$ cat src/rtl/pcm_strobe_port.sv
module pcm_strobe_port #(
  parameter int SYNC = 2
) (
  input  logic       clk,
  input  logic       rst_n,
  input  logic       bclk,
  input  logic       strb,
  input  logic       din,
  input  logic [7:0] tx_byte,
  input  logic       tx_mute,
  input  logic       rx_mute,
  input  logic       law_a,
  output logic       dout,
  output logic       dout_oe,
  output logic [7:0] rx_byte,
  output logic       rx_valid
);
  localparam int BITS = 8;
  localparam int CW   = $clog2(BITS + 1);
  localparam int PW   = SYNC + 1;
  localparam logic [7:0] Q_ALAW = 8'h55;
  localparam logic [7:0] Q_MULAW = 8'h7F;

  logic [PW-1:0] bclk_p, strb_p, din_p;
  logic [BITS-1:0] tx_sh, rx_sh;
  logic [CW-1:0] txcnt, rxcnt;
  logic rx_mute_q, law_q;

  wire b_rise  = bclk_p[SYNC-1] & ~bclk_p[SYNC];
  wire b_fall  = ~bclk_p[SYNC-1] & bclk_p[SYNC];
  wire s_on    = strb_p[SYNC-1];
  wire s_rise  = strb_p[SYNC-1] & ~strb_p[SYNC];
  wire s_fall  = ~strb_p[SYNC-1] & strb_p[SYNC];
  wire din_s   = din_p[SYNC-1];
  wire [7:0] quiet_now = law_a ? Q_ALAW : Q_MULAW;
  wire [7:0] quiet_q   = law_q ? Q_ALAW : Q_MULAW;
  wire tx_step = s_on & b_rise & (txcnt < CW'(BITS));
  wire rx_step = s_on & b_fall & (rxcnt < txcnt);
  wire rx_last = rx_step & (rxcnt == CW'(BITS - 1));

  always_ff @(posedge clk or negedge rst_n) begin
    if (!rst_n) begin
      bclk_p <= '0; strb_p <= '0; din_p <= '0;
      tx_sh <= '0; rx_sh <= '0; txcnt <= '0; rxcnt <= '0;
      rx_mute_q <= 1'b0; law_q <= 1'b0;
      dout <= 1'b0; dout_oe <= 1'b0; rx_byte <= '0; rx_valid <= 1'b0;
    end else begin
      bclk_p <= {bclk_p[PW-2:0], bclk};
      strb_p <= {strb_p[PW-2:0], strb};
      din_p  <= {din_p[PW-2:0], din};
      rx_valid <= 1'b0;
      if (s_rise) begin
        tx_sh     <= tx_mute ? quiet_now : tx_byte;
        rx_mute_q <= rx_mute;
        law_q     <= law_a;
        txcnt     <= '0;
        rxcnt     <= '0;
        dout_oe   <= 1'b0;
      end else if (s_fall) begin
        dout_oe <= 1'b0;
      end else begin
        if (tx_step) begin
          dout    <= tx_sh[BITS-1];
          tx_sh   <= {tx_sh[BITS-2:0], 1'b0};
          txcnt   <= txcnt + 1'b1;
          dout_oe <= 1'b1;
        end
        if (rx_step) begin
          rx_sh <= {rx_sh[BITS-2:0], din_s};
          rxcnt <= rxcnt + 1'b1;
        end
        if (rx_last) begin
          dout_oe  <= 1'b0;
          rx_valid <= 1'b1;
          rx_byte  <= rx_mute_q ? quiet_q : {rx_sh[BITS-2:0], din_s};
        end
      end
    end
  end

  always_comb begin
    assert (rxcnt <= txcnt && txcnt <= CW'(BITS));
  end

  AST_OE_IN_SLOT: assert property (@(posedge clk) disable iff (!rst_n)
    (!strb_p[SYNC-1] && !strb_p[SYNC]) |-> !dout_oe);
  AST_VALID_SINGLE: assert property (@(posedge clk) disable iff (!rst_n)
    rx_valid |=> !rx_valid);
  AST_NO_EXTRA_VALID: assert property (@(posedge clk) disable iff (!rst_n)
    (rxcnt == CW'(BITS) && !s_rise) |=> !rx_valid);
  AST_DOUT_HOLD: assert property (@(posedge clk) disable iff (!rst_n)
    (txcnt == CW'(BITS) && !s_rise) |=> $stable(dout));
  AST_RX_QUIET: assert property (@(posedge clk) disable iff (!rst_n)
    (rx_valid && rx_mute_q) |-> (rx_byte == 8'h55 || rx_byte == 8'h7F));
endmodule

$ cat config.mk
export PLATFORM = sky130hd
export DESIGN_NAME = pcm_strobe_port
export DESIGN_NICKNAME = d
export VERILOG_FILES = /design/src/rtl/pcm_strobe_port.sv
export SDC_FILE = /design/constraint.sdc
export NUM_CORES = 1
export LEC_CHECK = 0
export ABC_CLOCK_PERIOD_IN_PS = 2580
export BUFFER_PORTS_ARGS = -buffer_cell sky130_fd_sc_hd__buf_4
export CORE_UTILIZATION = 30
export DETAILED_ROUTE_END_ITERATION = 16
export PLACE_DENSITY_LB_ADDON = 0.15
export SLEW_MARGIN = 10
export SYNTH_ARGS = -nofsm -noshare
export SYNTH_HDL_FRONTEND = slang
export SYNTH_SLANG_ARGS = --single-unit
export TNS_END_PERCENT = 20
$ cat constraint.sdc
create_clock -name clk -period 2.58 [get_ports clk]
set_input_delay 0.258 -clock clk [delete_from_list [all_inputs] [get_ports clk]]
set_output_delay 0.258 -clock clk [all_outputs]
set_load 0.01 [all_outputs]
* Yosys cells after proc, flatten, opt, wreduce, memory -nomap -nowiden *
Cells that the tools add are included.
W data, S select, Z words.

word-level totals
  flip-flop bits (word level) = 44
  input port bits = 16
  output and inout bits = 11
  word-level logic and storage cells = 62

cells by class
  add/subtract/negate cells = 2
  magnitude comparators = 2
  eq/ne operators = 2
  multiplexer cells = 20
  bitwise operators = 15
  reductions and logical operators = 8

operators by type and width
  cell                   number
  $mux W8                5
  $mux W4                6
  $mux W6                2
  $and A1 B1 Y1          9
  $reduce_and A3 Y1      3
  $add A4 B1 Y4 const B  2
  $mux W1                7
  $not A1 Y1             6
  $eq A4 B3 Y1 const B   1
  $lt A4 B4 Y1           1
  $lt A4 B4 Y1 const B   1
  $reduce_and A2 Y1      2
  $reduce_bool A2 Y1     2
  $reduce_bool A4 Y1     1
  $ne A2 B2 Y1 const B   1

* Logic depth before layout (Yosys ltp) *
Gate-level depths: netlist (run 1).

  word-level depth = 8
  mapped depth = 8

* Worst setup path after synthesis (run 1) *
Ideal clock, no wire load.

  kind = register to register
  start = reg txcnt[3]
  end = reg rx_byte[1]
  setup time = 0.125 ns
  data arrival time = 1.954 ns
  required time = 2.455 ns
  path slack = 0.501 ns
  cell stages (with the launch flop) = 7
  buffers on the path = 1
  cell sequence = dfrtp_1 > inv_1 > ha_1 > a2111oi_4 > and4_1 > buf_6 > mux2_4

between the ends
  longest elaborated chain between the ends = 4

RTL lines
  what                         RTL line  RTL
  from (decl)                  26        logic [CW-1:0] txcnt, rxcnt;
  from (signal assigned)       65        txcnt <= txcnt + 1'b1;
  $lt A4 B4 Y1                 38        wire rx_step = s_on & b_fall & (rxcnt < txcnt);
  $and A1 B1 Y1                38
  $and A1 B1 Y1                39        wire rx_last = rx_step & (rxcnt == CW'(BITS - 1));
  $reduce_and A3 Y1 (no line)  -
  to (signal assigned)         75        rx_byte <= rx_mute_q ? quiet_q : {rx_sh[BITS-2:0], din_s};
  to (decl)                    15        output logic [7:0] rx_byte,

No other way between the ends.
A chain may end at the register's enable or synchronous reset.

* Worst setup path after layout (run 1) *
  start = reg txcnt[3]
  end = reg rx_byte[7]

The elaborated chain is that of the path after synthesis.

==> results of run 1 <==
-- registers in the layout, summed over array words and instances, names as in the netlist, 2 cells and up --
signal   cells
rx_sh        7
bclk_p       3
din_p        2
rxcnt        4
txcnt        4
strb_p       3
tx_sh        8
rx_byte      8
-- power breakdown --
group / internal [mW] / total (mW) / switching, mW
clock network: 0.317 / 0.556 / 0.239
registers: 0.797 / 0.886 / 0.0888
logic: 0.176 / 0.349 / 0.173
total: 1.29 / 1.79 / 0.501
-- logic make-up (layout without fill, tap and decap cells) --
family / Yosys count / count (layout)
and+or+nand+nor: 44 / 44
AOI/OAI and AO/OA: 39 / 39
adders and majority gates: 7 / 7
muxes: 19 / 19
buffers and inverters: 25 / 58
DFF: 44 / 44
-- routing by layer --
| layer | up-vias | share of wire (%) | global-route usage (%) |
|---|---|---|---|
| met5 | - | 0 | 0 |
| met4 | 0 | 1.1 | 4.160 |
| met3 | 4 | 2.9 | 3.245 |
| met2 | 22 | 44 | 18.48 |
| met1 | 685 | 52 | 17.25 |
| li1 | 698 | - | - |
-- what timing repair did --
action,CTS,global route
endpoints found under the hold margin,44,0
setup endpoints to repair,0,0
hold buffers,1,0
-- cell usage after synthesis, drive strengths merged --
master / n
dfrtp: 44
inv: 18
mux2: 14
nand2: 13
o21ai: 11
nor2: 9
ha: 7
a21oi: 6
clkbuf: 5
mux2i: 5
nor3: 4
o22ai: 4
a211oi: 3
a21o: 3
nand4: 3
nor2b: 3
o311ai: 3
a311o: 2
and3: 2
buf: 2
nand3: 2
o211ai: 2
a2111oi: 1
a22oi: 1
a31oi: 1
a41oi: 1
and2: 1
and4: 1
and4bb: 1
nand2b: 1
nor3b: 1
o2111ai: 1
or3b: 1
or4b: 1
or4bb: 1
-- area by class of cell --
| class | count | share of cell area [%] |
|---|---|---|
| Tap cell | 77 | 3.909 |
| Sequential cell | 44 | 44.67 |
| Timing Repair Buffer | 32 | 9.848 |
| Inverter | 18 | 2.741 |
| Clock buffer | 6 | 3.350 |
| Multi-Input combinational cell | 109 | 33.91 |
| Clock inverter | 2 | 1.574 |
-- layout by cell type, fill, tap and decap left out, types with 2 or more instances in the layout --
cell type  instances
and3_1             2
nor3_1             4
dfrtp_1           44
o311ai_0           3
o21ai_0           10
ha_1               7
a311o_1            2
mux2_2            10
inv_1             18
o22ai_1            4
mux2_4             4
buf_4             31
clkbuf_8           6
o211ai_1           2
a21oi_1            6
a21o_1             3
mux2i_1            5
a211oi_1           3
nand4_1            3
nor2b_1            3
nand2_1           13
nor2_1             9
-- through the flow --
stage	total power, mW	worst slack, ns
6_report	1.791	0.4300
5_1_grt	1.908	0.2982
4_1_cts	1.817	0.4169
3_5_place_dp	1.253	0.4438
3_3_place_gp	1.251	0.4734
2_1_floorplan	1.119	0.5012
-- path summary, 6_finish.rpt --
| kind | to | slack [ns] | depth (start not counted) |
|---|---|---|---|
| worst max register to register | rx_byte[7] | 0.43 | 5 |
| max in group asynchronous | rx_byte[6] | 1.69 | 2 |
| worst min-delay path | bclk_p[0] | 0.06 | 1 |
| worst max-delay path | rx_byte[7] | 0.43 | 5 |
| min in group asynchronous | txcnt[2] | 0.49 | 2 |
| worst min register to register | din_p[1] | 0.35 | 0 |
==> reports/metrics.csv, run 1 <==
stage,metric,value,unit
cts,cts_resized,0,
logic_synthesis,synth_compound_area_share,14.00,%
setup_path,cpPeakStageDelay,0.51,ns
setup_path,start_kind,register,
logic_synthesis,yosysTopAreaCellShare,54.02,%
timing,max_freq,465.1,MHz
hold_path,min_from,bclk,
setup_path,arrival,2.33,ns
logic_synthesis,syn_inst,178,
global_route,grt_pass1_vias,1435,
logic_synthesis,seq_area_frac_synth,54.02,%
logic_synthesis,syn_nets,201,
layout,syn_to_final_growth,20.93,%
route,num_vias,1409,
logic_synthesis,yosys-mux-area-fraction,10.93,%
layout,final_core_util,38.16,%
timing,min_period,2.150,ns
cts,cts-root-buf,clkbuf_8,
pwr,p_per_area,726.6,nW/um^2
setup_path,crit_family,simple AND/OR/NAND/NOR gates,
layout,seq_area,1101,um^2
logic_synthesis,netlist_area,2038,um^2
setup_path,path_class,reg -> reg,
pwr,ir_worst_vdd,361.8,uV
route,via_per_inst,4.892,
layout,fill_cells,646,
route,wl_per_cell,13.51,um
setup_path,cp_num_buf_inv,1,
run_status,violations,DRC,
floorplanning,dieWidth,84.43,um
logic_synthesis,synth-seq-cells,44,
timing,hold_viol,0,
global_route,grt_max_degree,45,
cts,clock_latency,0.30,ns
floorplanning,coreArea,6459,um^2
placement,gp_congestion,0.7206,
logic_synthesis,synth.area.top_cells,"dfrtp_1 (54%), mux2_2 (5.5%), ha_1 (4.3%)",
cts,cts_max_level,2,
logic_synthesis,synth_top_area_cell,dfrtp_1,
timing,holdWs,0.05813,ns
cts,post_cts_buffers,0,
global_route,antenna_found_initial,0,
cts,clock_sinks,44,
floorplanning,ioPinCount,27,
layout,drive_gt1_share,28.44,%
logic_synthesis,syn_avg_cell_area,11.45,um^2
layout,final_cell_count_no_fill,288,
floorplanning,start_util,31.56,%
setup_path,worst_path_max_delay_cell,and4_1,
route,antenna_left,0,
global_route,grt_usage,12.29,%
placement,hpwl,2743,um
cts,numCtsBuffers,5,
timing,setup_viol,0,
setup_path,end_kind,register,
layout,fin_nets,233,
timing,worst_pin_slew,0.5693,ns
logic_synthesis,yosys.area_share.simple,11.79,%
cts,cts.reportedPaths.clkPinSlew,0.09,ns
setup_path,cp.required,2.76,ns
route,drc_errors,1,
route,drt_pass1_iterations,12,
global_route,grt_pass1_wl,6906,um
cts,cts.path.max_buffers,2,
setup_path,r2r_start,txcnt[3],
logic_synthesis,synth_top_family_by_area,compound AO/OA/AOI/OAI gates,
pwr,p_leak,1.148,nW
timing,max_slew_margin,62.04,%
run_status,outcome,"complete, but fails checks",
layout,final_area,2465,um^2
timing,rsz0062_at_grt,no,
floorplanning,die_h,84.43,um
setup_path,crit_path_cell_trace,inv_1 > ha_1 > a2111oi_4 > and4_1 > mux2_4,
route,dr.first_iter.drc_count,68,
timing,finalSetupTns,0,ns
cts,tritoncts,done,
logic_synthesis,ys_warn_count,0,
route,routed_wl,3890,um
logic_synthesis,synthXorXnorAreaFrac,0,%
job,cap_violations,0,
floorplanning,die-area,7128,um^2
hold_path,min_path_type,in -> reg,
layout,multi_input_area,835.8,um^2
placement,place_inst,279,
timing,clock_skew,0.01115,ns
logic_synthesis,synth_cell_types,39,
global_route,gr-total-overflow,0,
logic_synthesis,synthAdderAreaFrac,4.297,%
timing,period_share,83.33,%
setup_path,crit_path_max_fanout,7,
timing,slew_viol_final,0,
placement,port_buffers,26,
setup_path,crit_start,txcnt[3],
placement,placed_area,2333,um^2
floorplanning,rows,29,
layout,antenna_cells,0,
Note: power is estimated with default switching activity, not from simulation.
==> run 2: changes to the inputs <==
--- a/config.mk
+++ b/config.mk
@@ -5,7 +5,7 @@
 export SDC_FILE = /design/constraint.sdc
 export NUM_CORES = 1
 export LEC_CHECK = 0
-export ABC_CLOCK_PERIOD_IN_PS = 2580
+export ABC_CLOCK_PERIOD_IN_PS = 1900
 export BUFFER_PORTS_ARGS = -buffer_cell sky130_fd_sc_hd__buf_4
 export CORE_UTILIZATION = 30
 export DETAILED_ROUTE_END_ITERATION = 16
==> constraint.sdc (replaced) <==
create_clock -name clk -period 1.9 [get_ports clk]
set_input_delay 0.19 -clock clk [delete_from_list [all_inputs] [get_ports clk]]
set_output_delay 0.19 -clock clk [all_outputs]
set_load 0.01 [all_outputs]
==> run 2 against run 1 <==
The flow still finishes with violations (DRC). Clock power grew 36%. Count of clock-buffer cells in the layout stayed put. Maximum frequency increased by 19%. Wire length is 3.3% higher. Flip-flop and latch count unchanged. Combinational power up 70%. Utilization up 2.3 points. Sequential power up 34%. Global-route usage rose by 0.097 points. Worst hold slack improved by 0.076 ns. First-iteration DRC count decreased by 24%. Clock skew grew 0.0012 ns. Critical path type unchanged. Critical endpoint is now rx_byte[5].
==> reports/metrics.csv, run 2 (synthesized netlist as in run 1, its figures left out) <==
stage,metric,value,unit,change
route,via_per_inst,4.940,,was 4.892
layout,fin_nets,246,,was 233
setup_path,r2r_end,rx_byte[5],,was rx_byte[7]
placement,port_buffers,26,,unchanged
layout,layout_common_cells,"dfrtp_1 (44), buf_4 (41), inv_1 (17)",,"was dfrtp_1 (44), buf_4 (31), inv_1 (18)"
timing,holdWs,0.1341,ns,was 0.05813 ns
global_route,grt_max_degree,45,,unchanged
hold_path,min_from,rx_mute,,was bclk
timing,slew_viol_final,0,,unchanged
timing,worst_pin_slew,0.5713,ns,was 0.5693 ns
setup_path,cpPeakStageDelay,0.38,ns,was 0.51 ns
floorplanning,dieWidth,84.43,um,unchanged
timing,rsz0062_at_grt,no,,unchanged
timing,setup_viol,0,,unchanged
setup_path,cp.required,2.08,ns,was 2.76 ns
floorplanning,rows,29,,unchanged
hold_path,min_to,rx_mute_q,,was bclk_p[0]
setup_path,start_kind,register,,unchanged
floorplanning,coreArea,6459,um^2,unchanged
cts,clock_latency,0.30,ns,about the same
floorplanning,die_h,84.43,um,unchanged
setup_path,end_kind,register,,unchanged
hold_path,min_path_cells,2,,was 1
run_status,outcome,"complete, but fails checks",,unchanged
route,dr.first_iter.drc_count,52,,was 68
setup_path,r2r_start,txcnt[1],,was txcnt[3]
setup_path,arrival,1.98,ns,was 2.33 ns
route,antenna_left,0,,unchanged
timing,hold_viol,0,,unchanged
layout,syn_to_final_growth,28.12,%,was 20.93%
layout,fill_cells,646,,unchanged
timing,max_slew_margin,61.91,%,was 62.04%
route,routed_wl,4018,um,was 3890 um
cts,cts.path.max_buffers,2,,unchanged
cts,clock_sinks,44,,unchanged
layout,reg_top3,"rx_byte (8), tx_sh (8), rx_sh (7)",,unchanged
layout,antenna_cells,0,,unchanged
layout,multi_input_area,877.1,um^2,was 835.8 um^2
route,num_vias,1487,,was 1409
cts,cts_max_level,2,,unchanged
setup_path,crit_path_cell_trace,inv_1 > ha_2 > or3b_4 > o2111ai_4 > and4_4 > mux2_4,,was inv_1 > ha_1 > a2111oi_4 > and4_1 > mux2_4
timing,period_share,94.83,%,was 83.33%
placement,hpwl,2759,um,was 2743 um
cts,cts-root-buf,clkbuf_8,,unchanged
placement,gp_congestion,0.7129,,was 0.7206
floorplanning,die-area,7128,um^2,unchanged
pwr,ir_worst_vdd,440.5,uV,was 361.8 uV
global_route,grt_usage,12.39,%,was 12.29%
setup_path,path_class,reg -> reg,,unchanged
layout,seq_area,1101,um^2,unchanged
floorplanning,start_util,31.56,%,unchanged
layout,mostFrequentLayoutCell,dfrtp_1,,unchanged
route,wl_per_cell,13.35,um,was 13.51 um
job,cap_violations,0,,unchanged
cts,tritoncts,done,,unchanged
timing,clock_skew,0.01230,ns,was 0.01115 ns
pwr,p_leak,1.212,nW,was 1.148 nW
route,drc_errors,4,,was 1
global_route,gr-total-overflow,0,,unchanged
setup_path,r2r.worst_path.cells,6,,was 5
setup_path,worst-r2r-setup-slack,0.1,ns,was 0.43 ns
timing,finalSetupTns,0,ns,unchanged
global_route,grt_pass1_wl,6975,um,was 6906 um
pwr,p_per_area,972.2,nW/um^2,was 726.6 nW/um^2
run_status,violations,DRC,,unchanged
setup_path,crit_path_max_fanout,7,,unchanged
cts,numCtsBuffers,5,,unchanged
setup_path,worst_path_max_delay_cell,or3b_4,,was and4_1
floorplanning,ioPinCount,27,,unchanged
layout,drive_gt1_share,33.93,%,was 28.44%
global_route,antenna_found_initial,0,,unchanged
hold_path,min_path_type,in -> reg,,unchanged
route,drt_pass1_iterations,10,,was 12
cts,cts.reportedPaths.clkPinSlew,0.08,ns,was 0.09 ns
global_route,grt_pass1_vias,1465,,was 1435
timing,max_freq,555.0,MHz,was 465.1 MHz
timing,min_period,1.802,ns,was 2.150 ns
==> run 2: changes by cell type in the layout (fill, tap and decap cells not counted), sizes merged <==
cell,previous run,this run
dlygate4sd3,1,4
buf,31,41
==> run 2: worst max-delay path: cells and delay by family (launching register included) <==
family / cells / cell delay [ns]
muxes: 1 / 0.31
and+or+nand+nor: 2 / 0.72
DFF: 1 / 0.35
adders and majority gates: 1 / 0.18
AOI/OAI and AO/OA: 1 / 0.07
buffers and inverters: 1 / 0.06
==> run 2: area by class of cell <==
cell class	count	area share, %
Tap cell	77	3.690
Clock inverter	2	1.485
Sequential cell	44	42.17
Timing Repair Buffer	45	13.32
Inverter	18	2.587
Clock buffer	6	3.162
Multi-Input combinational cell	109	33.59
==> run 2: report_power, final <==
group / leakage, nW / switching (mW) / total (mW) / internal (mW)
clock: 0.0614 / 0.327 / 0.757 / 0.430
sequential: 0.564 / 0.105 / 1.19 / 1.08
combinational: 0.586 / 0.280 / 0.595 / 0.315
==> run 2: metal layers <==
layer	vias up	track usage (%)	part of all wire, %
met2	36	19.00	43
met4	0	3.236	1.4
li1	721	-	-
met5	-	0	0
met1	724	17.40	50
met3	6	3.343	5.4
==> run 2: timing repair <==
item,in CTS,in global routing
setup endpoints to repair,4,13
hold buffers,4,0
setup buffers,0,2
gates resized for setup,1,3
hold endpoints to repair,47,0
pin swaps,0,1
==> run 2: worst max path at each step <==
stage	startpoint	to	slack [ns]	cells after the start
after global placement	txcnt[1]	rx_byte[1]	0.02	7
after CTS	txcnt[1]	rx_byte[5]	0.003	7
after detailed placement	txcnt[1]	rx_byte[5]	-0.002	7
after global routing	txcnt[1]	rx_byte[5]	0.02	6
after floorplan	txcnt[3]	rx_byte[1]	-0.06	6
final	txcnt[1]	rx_byte[5]	0.1	6
==> run 2: through the flow <==
stage | cells | area, um^2 | utilization [%] | total power, mW | setup slack, ns
after global placement | 288 | 2430 | 37.62 | 1.787 | 0.01793
final | 301 | 2611 | 40.43 | 2.539 | 0.09815
after global routing | 301 | 2611 | 40.43 | 2.715 | 0.02441
after floorplan | 178 | 2067 | - | 1.563 | -0.05617
after detailed placement | 288 | 2430 | 37.62 | 1.791 | -0.002247
after CTS | 300 | 2595 | 40.18 | 2.572 | 0.002862
